### src/rtl/cgdec_pkg.sv
package cgdec_pkg;

   localparam int CG_BITS  = 5;
   localparam int NIB_BITS = 4;

   localparam logic [CG_BITS-1:0] CG_J = 5'b11000;
   localparam logic [CG_BITS-1:0] CG_K = 5'b10001;
   localparam logic [CG_BITS-1:0] CG_T = 5'b01101;
   localparam logic [CG_BITS-1:0] CG_R = 5'b00111;
   localparam logic [CG_BITS-1:0] CG_I = 5'b11111;

   typedef enum logic [2:0] {
      SK_DATA = 3'd0,
      SK_IDLE = 3'd1,
      SK_T    = 3'd2,
      SK_R    = 3'd3,
      SK_BAD  = 3'd4
   } sym_kind_e;

   typedef struct packed {
      sym_kind_e             kind;
      logic [NIB_BITS-1:0]   nib;
   } sym_t;

   function automatic sym_t classify(input logic [CG_BITS-1:0] cg);
      sym_t s;
      s.kind = SK_DATA;
      s.nib  = '0;
      case (cg)
         5'b11110: s.nib = 4'h0;
         5'b01001: s.nib = 4'h1;
         5'b10100: s.nib = 4'h2;
         5'b10101: s.nib = 4'h3;
         5'b01010: s.nib = 4'h4;
         5'b01011: s.nib = 4'h5;
         5'b01110: s.nib = 4'h6;
         5'b01111: s.nib = 4'h7;
         5'b10010: s.nib = 4'h8;
         5'b10011: s.nib = 4'h9;
         5'b10110: s.nib = 4'hA;
         5'b10111: s.nib = 4'hB;
         5'b11010: s.nib = 4'hC;
         5'b11011: s.nib = 4'hD;
         5'b11100: s.nib = 4'hE;
         5'b11101: s.nib = 4'hF;
         CG_I:     s.kind = SK_IDLE;
         CG_T:     s.kind = SK_T;
         CG_R:     s.kind = SK_R;
         default:  s.kind = SK_BAD;
      endcase
      return s;
   endfunction

endpackage

### src/rtl/cgdec_window.sv
module cgdec_window import cgdec_pkg::*; #(
   parameter int CG_W = 5
) (
   input  logic            clk,
   input  logic            rst_n,
   input  logic            bit_vld,
   input  logic            bit_in,
   input  logic            search_en,
   output logic            ssd_hit,
   output logic            grp_done,
   output logic [CG_W-1:0] grp
);

   localparam int WIN_W = 2 * CG_W;
   localparam int CNT_W = $clog2(CG_W);
   localparam logic [WIN_W-1:0] SSD_PAT = {CG_J, CG_K};

   logic [WIN_W-2:0] hist_q;
   logic [WIN_W-1:0] win;
   logic [WIN_W-1:0] eq;
   logic [CNT_W-1:0] pos_q;

   assign win = {hist_q, bit_in};

   for (genvar gi = 0; gi < WIN_W; gi++) begin : g_cmp
      assign eq[gi] = (win[gi] == SSD_PAT[gi]);
   end

   assign ssd_hit  = bit_vld && search_en && (&eq);
   assign grp_done = bit_vld && (pos_q == CNT_W'(CG_W - 1));
   assign grp      = win[CG_W-1:0];

   always_ff @(posedge clk or negedge rst_n) begin
      if (!rst_n) begin
         hist_q <= '0;
         pos_q  <= '0;
      end else if (bit_vld) begin
         hist_q <= win[WIN_W-2:0];
         if (ssd_hit || pos_q == CNT_W'(CG_W - 1))
            pos_q <= '0;
         else
            pos_q <= pos_q + 1'b1;
      end
   end

endmodule

### src/rtl/cgdec_sym.sv
module cgdec_sym import cgdec_pkg::*; #(
   parameter int CG_W = 5
) (
   input  logic [CG_W-1:0] grp,
   output sym_t            sym
);

   always_comb sym = classify(grp);

endmodule

### src/rtl/cgdec_frame.sv
module cgdec_frame import cgdec_pkg::*; #(
   parameter int          NIB_W   = 4,
   parameter logic [3:0]  PRE_NIB = 4'b0101,
   parameter logic [3:0]  ERR_NIB = 4'b0000
) (
   input  logic             clk,
   input  logic             rst_n,
   input  logic             lock,
   input  logic             bit_vld,
   input  logic             ssd_hit,
   input  logic             grp_done,
   input  sym_t             sym,
   output logic             hunting,
   output logic [NIB_W-1:0] rxd,
   output logic             rx_dv,
   output logic             crs,
   output logic             rx_err,
   output logic             nib_stb
);

   typedef enum logic {ST_HUNT, ST_FRAME} fr_state_e;

   fr_state_e state_q;
   sym_t      held_q;
   logic      held_pre_q;
   logic      pair_end;

   assign hunting = (state_q == ST_HUNT);
   assign crs     = rx_dv;

   always_comb begin
      pair_end = 1'b0;
      if (!held_pre_q) begin
         if (held_q.kind == SK_T && sym.kind == SK_R)       pair_end = 1'b1;
         if (held_q.kind == SK_IDLE && sym.kind == SK_IDLE) pair_end = 1'b1;
      end
   end

   always_ff @(posedge clk or negedge rst_n) begin
      if (!rst_n) begin
         state_q    <= ST_HUNT;
         held_q     <= '0;
         held_pre_q <= 1'b0;
         rxd        <= '0;
         rx_dv      <= 1'b0;
         rx_err     <= 1'b0;
         nib_stb    <= 1'b0;
      end else begin
         nib_stb <= 1'b0;
         if (state_q == ST_HUNT) begin
            if (ssd_hit) begin
               state_q    <= ST_FRAME;
               held_pre_q <= 1'b1;
               rxd        <= PRE_NIB;
               rx_dv      <= 1'b1;
               rx_err     <= 1'b0;
               nib_stb    <= 1'b1;
            end
         end else if (!lock) begin
            state_q <= ST_HUNT;
            rx_dv   <= 1'b0;
            rx_err  <= 1'b0;
         end else if (grp_done) begin
            nib_stb <= 1'b1;
            if (pair_end) begin
               state_q <= ST_HUNT;
               rxd     <= '0;
               rx_dv   <= 1'b0;
               rx_err  <= 1'b0;
            end else begin
               if (held_pre_q) begin
                  rxd    <= PRE_NIB;
                  rx_err <= 1'b0;
               end else if (held_q.kind == SK_DATA) begin
                  rxd    <= held_q.nib;
                  rx_err <= 1'b0;
               end else begin
                  rxd    <= ERR_NIB;
                  rx_err <= 1'b1;
               end
               held_pre_q <= 1'b0;
               held_q     <= sym;
            end
         end
      end
   end

   AST_STB_AFTER_BIT: assert property (@(posedge clk) disable iff (!rst_n)
      nib_stb |-> $past(bit_vld));
   AST_RXD_ONLY_ON_STB: assert property (@(posedge clk) disable iff (!rst_n)
      !nib_stb |-> $stable(rxd));
   AST_LOCK_LOSS_DROP: assert property (@(posedge clk) disable iff (!rst_n)
      (rx_dv && !lock) |=> (!rx_dv && !nib_stb && !rx_err));
   AST_ERR_IN_FRAME: assert property (@(posedge clk) disable iff (!rst_n)
      rx_err |-> rx_dv);
   AST_START_PREAMBLE: assert property (@(posedge clk) disable iff (!rst_n)
      $rose(rx_dv) |-> (nib_stb && rxd == PRE_NIB && !rx_err));
   AST_END_HAS_STB: assert property (@(posedge clk) disable iff (!rst_n)
      ($fell(rx_dv) && $past(lock)) |-> (nib_stb && rxd == '0));

endmodule

### src/rtl/cgdec_rx.sv
module cgdec_rx import cgdec_pkg::*; #(
   parameter int          CG_W    = 5,
   parameter int          NIB_W   = 4,
   parameter logic [3:0]  PRE_NIB = 4'b0101,
   parameter logic [3:0]  ERR_NIB = 4'b0000
) (
   input  logic             clk,
   input  logic             rst_n,
   input  logic             bit_vld,
   input  logic             bit_in,
   input  logic             lock,
   output logic [NIB_W-1:0] rxd,
   output logic             rx_dv,
   output logic             crs,
   output logic             rx_err,
   output logic             nib_stb
);

   if (CG_W != CG_BITS) begin : g_bad_cg_w
      $error("cgdec_rx: CG_W must equal the 5-bit code-group width");
   end
   if (NIB_W != NIB_BITS) begin : g_bad_nib_w
      $error("cgdec_rx: NIB_W must equal the 4-bit nibble width");
   end

   logic            hunting;
   logic            ssd_hit;
   logic            grp_done;
   logic [CG_W-1:0] grp;
   sym_t            sym;

   cgdec_window #(.CG_W(CG_W)) u_window (
      .clk       (clk),
      .rst_n     (rst_n),
      .bit_vld   (bit_vld),
      .bit_in    (bit_in),
      .search_en (hunting && lock),
      .ssd_hit   (ssd_hit),
      .grp_done  (grp_done),
      .grp       (grp)
   );

   cgdec_sym #(.CG_W(CG_W)) u_sym (
      .grp (grp),
      .sym (sym)
   );

   cgdec_frame #(
      .NIB_W   (NIB_W),
      .PRE_NIB (PRE_NIB),
      .ERR_NIB (ERR_NIB)
   ) u_frame (
      .clk      (clk),
      .rst_n    (rst_n),
      .lock     (lock),
      .bit_vld  (bit_vld),
      .ssd_hit  (ssd_hit),
      .grp_done (grp_done),
      .sym      (sym),
      .hunting  (hunting),
      .rxd      (rxd),
      .rx_dv    (rx_dv),
      .crs      (crs),
      .rx_err   (rx_err),
      .nib_stb  (nib_stb)
   );

   AST_NO_START_UNLOCKED: assert property (@(posedge clk) disable iff (!rst_n)
      (!rx_dv && !lock) |=> !rx_dv);

endmodule

### config.mk
export PLATFORM = sky130hd
export DESIGN_NAME = cgdec_rx
export DESIGN_NICKNAME = d
export VERILOG_FILES = /design/src/rtl/cgdec_pkg.sv /design/src/rtl/cgdec_window.sv /design/src/rtl/cgdec_sym.sv /design/src/rtl/cgdec_frame.sv /design/src/rtl/cgdec_rx.sv
export SDC_FILE = /design/constraint.sdc
export NUM_CORES = 1
export LEC_CHECK = 0
export BUFFER_PORTS_ARGS = -buffer_cell sky130_fd_sc_hd__buf_2
export CAP_MARGIN = 20
export CORE_MARGIN = 5
export CORE_UTILIZATION = 58
export CTS_CLUSTER_DIAMETER = 120
export DETAILED_ROUTE_END_ITERATION = 12
export PLACE_DENSITY = 0.78
export SETUP_SLACK_MARGIN = 0.4
export SLEW_MARGIN = 25
export SYNTH_ARGS = -nofsm -noshare
export SYNTH_HDL_FRONTEND = slang
export SYNTH_SLANG_ARGS = --single-unit
### constraint.sdc
create_clock -name clk -period 2.26 [get_ports clk]
set_input_delay 0.226 -clock clk [delete_from_list [all_inputs] [get_ports clk]]
set_output_delay 0.226 -clock clk [all_outputs]
set_load 0.01 [all_outputs]
Yosys cells after proc, flatten, opt, wreduce, memory -nomap -nowiden
Cells that the tools add are included.
{"block": "totals", "reg_bits": 28, "in_bits": 5, "out_inout_bits": 8}
{"block": "op_classes", "n_addsub": 1, "n_eq_ne": 29, "mux": 37, "bitwise": 8, "reduce_logical": 16}
{"cell": "5-bit == test, second input constant", "count": 12}
{"cell": "4-bit one-hot mux with 15 select lines", "count": 1}
{"cell": "5-bit by 4-bit == test with 1-bit output, second input constant", "count": 6}
{"cell": "4-bit 2-to-1 mux", "count": 7}
{"cell": "1-bit 2-to-1 mux", "count": 27}
{"cell": "16-bit OR reduction", "count": 1}
{"cell": "3-bit one-hot mux with 4 select lines", "count": 1}
{"cell": "10-bit AND reduction", "count": 1}
{"cell": "1-bit NOT", "count": 8}
{"cell": "4-bit AND reduction", "count": 2}
{"cell": "3-bit by 1-bit == test with 1-bit output, second input constant", "count": 2}
{"cell": "3-bit by 2-bit == test with 1-bit output, second input constant", "count": 2}
{"cell": "1-bit logical AND", "count": 6}
{"cell": "2-bit != test, second input constant", "count": 3}
{"cell": "3-bit != test, second input constant", "count": 2}
{"cell": "3-bit AND reduction", "count": 2}
{"cell": "5-bit by 3-bit == test with 1-bit output, second input constant", "count": 1}
{"cell": "3-bit by 1-bit adder with 3-bit output, second input constant", "count": 1}
{"cell": "3-bit == test, second input constant", "count": 1}
{"cell": "3-bit zero test", "count": 1}
{"cell": "3-bit 2-to-1 mux", "count": 1}
{"cell": "2-bit AND reduction", "count": 1}
{"cell": "2-bit nonzero test", "count": 1}
{"cell": "1-bit logical OR", "count": 1}

Depth between registers and ports, before layout
{"block": "logic_depth", "word_depth": 12, "depth_mapped": 8}

Hierarchy
Synthesis repeated with hierarchy kept, for this count alone.
{"block": "hier_totals", "cells_unflattened": 152, "hier_area_um2": 1569.0}
{"module": "cgdec_frame", "instances": 1, "cells_per_inst": 77, "area_each_um2": 787.0, "seq_area_each_um2": 400.4}
{"module": "cgdec_window", "instances": 1, "cells_per_inst": 48, "area_each_um2": 598.1, "seq_area_each_um2": 300.3}
{"module": "cgdec_sym", "instances": 1, "cells_per_inst": 26, "area_each_um2": 177.7, "seq_area_each_um2": 0.0}
{"module": "cgdec_rx", "instances": 1, "cells_per_inst": 1, "area_each_um2": 6.3, "seq_area_each_um2": 0.0}

Least setup slack after synthesis
OpenSTA, ideal clock, no wires.
{"block": "synth_path", "path_kind": "register to register", "start": "register u_window.pos_q[0]", "end": "register u_frame.rx_err", "setup_time_ns": 0.074, "arrival_time_ns": 1.520, "required_time_ns": 2.186, "slack_ns": 0.666, "path_stages_with_launch": 8, "path_cell_list": "dfrtp_1 -> inv_1 -> ha_1 -> and3_1 -> clkbuf_2 -> o21ai_0 -> a2111o_1 -> o21ai_2"}
{"block": "synth_via", "elab_chain_cells": 4}
{"item": "start: declaration", "line_no": "cgdec_window.sv:21", "source": "logic [CNT_W-1:0] pos_q;"}
{"item": "start signal: assignment", "line_no": "cgdec_window.sv:42", "source": "pos_q <= pos_q + 1'b1;"}
{"item": "3-bit == test", "line_no": "cgdec_window.sv:30", "source": "assign grp_done = bit_vld && (pos_q == CNT_W'(CG_W - 1));"}
{"item": "1-bit logical AND", "line_no": "cgdec_window.sv:30"}
{"item": "3-bit != test (no line)"}
{"item": "2-bit AND reduction (no line)"}
{"item": "end signal: assignment", "line_no": "cgdec_frame.sv:46", "source": "rx_err <= 1'b0;"}
{"item": "end signal: assignment", "line_no": "cgdec_frame.sv:56", "source": "rx_err <= 1'b0;"}
{"item": "end signal: assignment", "line_no": "cgdec_frame.sv:62", "source": "rx_err <= 1'b0;"}
{"item": "end: declaration", "line_no": "cgdec_frame.sv:17", "source": "output logic rx_err,"}
No other way between the ends.
A chain may end at the register's enable or synchronous reset.

Worst setup path in the final report
Same ends and word-level chain as after synthesis.

==> summary.txt <==
Clock network
  • CTS tree: yes
  • CTS sink count: 28
  • Depth of the CTS H-tree: 1
  • Clock slew at reported path FFs: around 0.14 ns
  • Bufs on Longest Clock Path: 2
  • CTS root buf: clkbuf_4
  • Number of buffers created by CTS: 3
  • Insertion delay to the later sink of the worst-skew pair: around 0.32 ns

Run status
  • Status: finished, final reports clean

Timing
  • Setup total negative slack: 0 ns
  • Transition time of the tightest slew-check pin: between 0.6 and 0.7 ns
  • Total count of max-transition violations in the final report: 0
  • Hold Fails Final Rpt: 0
  • Max frequency: 576 MHz
  • # setup viols final: 0
  • Clk_skew: about 0.0023 ns
  • Crit share post-route: 76.8%
  • Tmin final: ~1.7 ns
  • Unrepaired setup endpoints after global routing: false
  • Relative max-transition margin: slightly below 60%
  • Post-route worst hold slack: approximately 0.21 ns

Synth
  • Area contributors post-synth: dfrtp_1 47%, mux2_2 6.7%, nand2_1 4.0%
  • Dominant register cell in the synthesized netlist: dfrtp_1
  • Post-synth top area share: 46.6%
  • Total standard cell area after synthesis: roughly 1500 µm²
  • Warning count from the yosys run: 0
  • Count of state elements after synthesis: 28
  • Distinct cells, synth: between 40 and 50
  • Synth Net Count: 144
  • Synth area leader: dfrtp_1
  • Fraction of the yosys area taken by sequential cells: between 40% and 50%
  • Mean area per synthesized cell: between 10 and 15 µm²
  • Share of async-settable or async-resettable flops after synthesis: 100%
  • Post-synth EDFFs: 0
  • Post-Synthesis Cells: ~140

Placement
  • Final weighted congestion of routability-driven global placement: around 0.77
  • Port Buffer Count: 12
  • Detailed Place HPWL: between 2000 and 2500 µm
  • Instance count after placement with tap cells included: 168

Detailed routing
  • Routed Antenna Nets: 0
  • WL final: about 2800 µm
  • Detailed-route via count: 1083
  • Length of the first detailed-routing pass in iterations: 4
  • Ratio of routed vias to standard cells: around 6.3
  • Remaining design rule violation count: 0
  • DRC violation total after the first TritonRoute iteration: 33
  • WL per Instance: 16.6 µm

Layout
  • Multi-input combinational cell area: approximately 700 µm²
  • Share of layout cells above drive strength 1: 26.8%
  • Final standard cell count with taps included and fillers excluded: between 150 and 200
  • Final net count: between 150 and 200
  • Share of the core filled with cells in the final layout: a little under two thirds
  • Most common cell after layout, fill and taps aside: dfrtp_1
  • Growth of design area from synthesis to finish: 4.50%
  • Filler instances: approximately 210
  • Commonest non-fill, non-tap cells in the layout: 27 x dfrtp_1, 16 x nand2_1, 12 x buf_2
  • Diodes inserted: 0
  • Combined flip-flop and latch cell area: 702 µm²

Die
  • Area of the core: roughly 2500 µm²
  • Core Rows: 18
  • I/O pins: 13
  • Die H: around 60 µm
  • Starting Density: approximately three fifths
  • Die Footprint: 3710 µm²
  • Die Width: 60.9 µm

Worst setup path
  • Biggest fanout along the worst timing path: 7
  • Critical path capture point type: flop
  • CP required: about 2.5 ns
  • Arrival time of data at the critical path endpoint: 2.00 ns
  • Path type of the worst setup path: flop to flop
  • Worst Setup Start Kind: flop

Pwr
  • Total power consumption of the routed design: between 1000 and 1500 µW
  • Power density relative to cell area: just over 700 nW/µm²
  • Proportion of power drawn by the clock network: 17.5%
  • Switching component of the power: ~360 µW
  • Comb power frac: 23.3%
  • Static leakage: around 0.00074 µW
  • Sequential group share of total power: 59.2%
  • Peak VDD IR: 0.000664 V
  • Internal power of the cells: slightly below 800 µW
  • Switching share of power: around a third

Global routing
  • Vias in the first global route: between 1k and 1.5k
  • Remaining global-route overflow: 0
  • Largest net degree at the start of global routing: 29
  • Global-route wire length before repair: between 4000 and 5000 µm
  • Global routing usage summed across all routing layers: around 18%
  • Initial antenna violation count: 0

Run
  • Maxcap violations: 0

Min path
  • Type of the most critical hold path: input pin to flop
## routing by layer
| layer | GRT usage (%) | vias to the layer above | share of wire (%) |
|---|---|---|---|
| met1 | 24.3 | 544 | 47 |
| met5 | 0 | - | 0 |
| met4 | 6.81 | 0 | 1.7 |
| li1 | - | 514 | - |
| met3 | 2.55 | 5 | 3.2 |
| met2 | 29.2 | 20 | 48 |
## state kept, by name (all words and copies together), names as in the netlist
name,count
u_frame.held_q,7
u_frame.rxd,4
u_frame.held_pre_q,1
u_frame.nib_stb,1
u_window.hist_q,9
u_window.pos_q,3
u_frame.crs,1
u_frame.rx_err,1
u_frame.state_q,1
## worst max-delay path: stages (launching register included)
cell and delay, ns:
dfrtp_1 0.41, inv_1 0.10, ha_1 0.21, and3_2 0.28, o21ai_0 0.12, a2111o_1 0.45
o21ai_2 0.11
## worst paths after layout
kind                                   start  slack, ns                 end  cells past startpoint
max                        u_window.pos_q[0]       0.52      u_frame.rx_err                      6
min                                   bit_in       0.21  u_window.hist_q[0]                      2
max reg2reg                u_window.pos_q[0]       0.52      u_frame.rx_err                      6
min reg2reg                   u_frame.rxd[1]       0.53      u_frame.rxd[1]                      1
max in group asynchronous              rst_n       1.40  u_window.hist_q[3]                      2
min in group asynchronous              rst_n       0.43   u_window.pos_q[1]                      2
## cell usage after synthesis, types with 2 or more instances
master     instances
buf_2              2
nor4b_4            2
a2bb2oi_1          2
nand2_1           16
xnor2_1            4
ha_1               2
mux2_2             9
inv_1              6
nand3_1           10
buf_4              2
o21ai_0            8
buf_6              3
nand4_1            2
xor2_1             2
nor2_1             3
dfrtp_1           28
a32o_1             3
o211ai_1           5
clkbuf_1           2
## through the flow
step | worst slack, ns | area [µm²]
after floorplan | 0.666 | 1500
after global placement | 0.498 | 1520
after detailed placement | 0.468 | 1520
after CTS | 0.433 | 1550
after global routing | 0.414 | 1570
final | 0.524 | 1570
## power by group through the flow
stage	Clock, µW	Combinational [µW]	Sequential (µW)
floorplan	0	254	633
global placement	0	236	673
detailed placement	0	258	678
CTS	202	260	668
global route	223	295	682
finish	198	264	670
## area by class of cell
cell class / instances / share of cell area (%)
multi-input cells: 92 / 45.6
flip-flops and latches: 28 / 44.7
repair buffers: 13 / 4.46
well taps: 30 / 2.39
clock buffers: 3 / 1.43
inverters: 6 / 1.43
## timing repair
item                                    4_1_cts  5_1_grt
resized for setup                             0        5
endpoints found under the setup margin        0       10
hold endpoints to repair                     28        0
hold buffers                                  1        0
buffers inserted                              0        0
## logic make-up after synthesis
group / after synthesis / synth area share (%)
and+or+nand+nor: 43 / 18.2
AOI/OAI and AO/OA: 31 / 15.9
DFF: 28 / 46.6
buffers and inverters: 17 / 6.74
muxes: 10 / 7.41
xor gates and xnor gates: 6 / 3.50
adders and majority gates: 2 / 1.67
(Power assumes the default switching activity.)
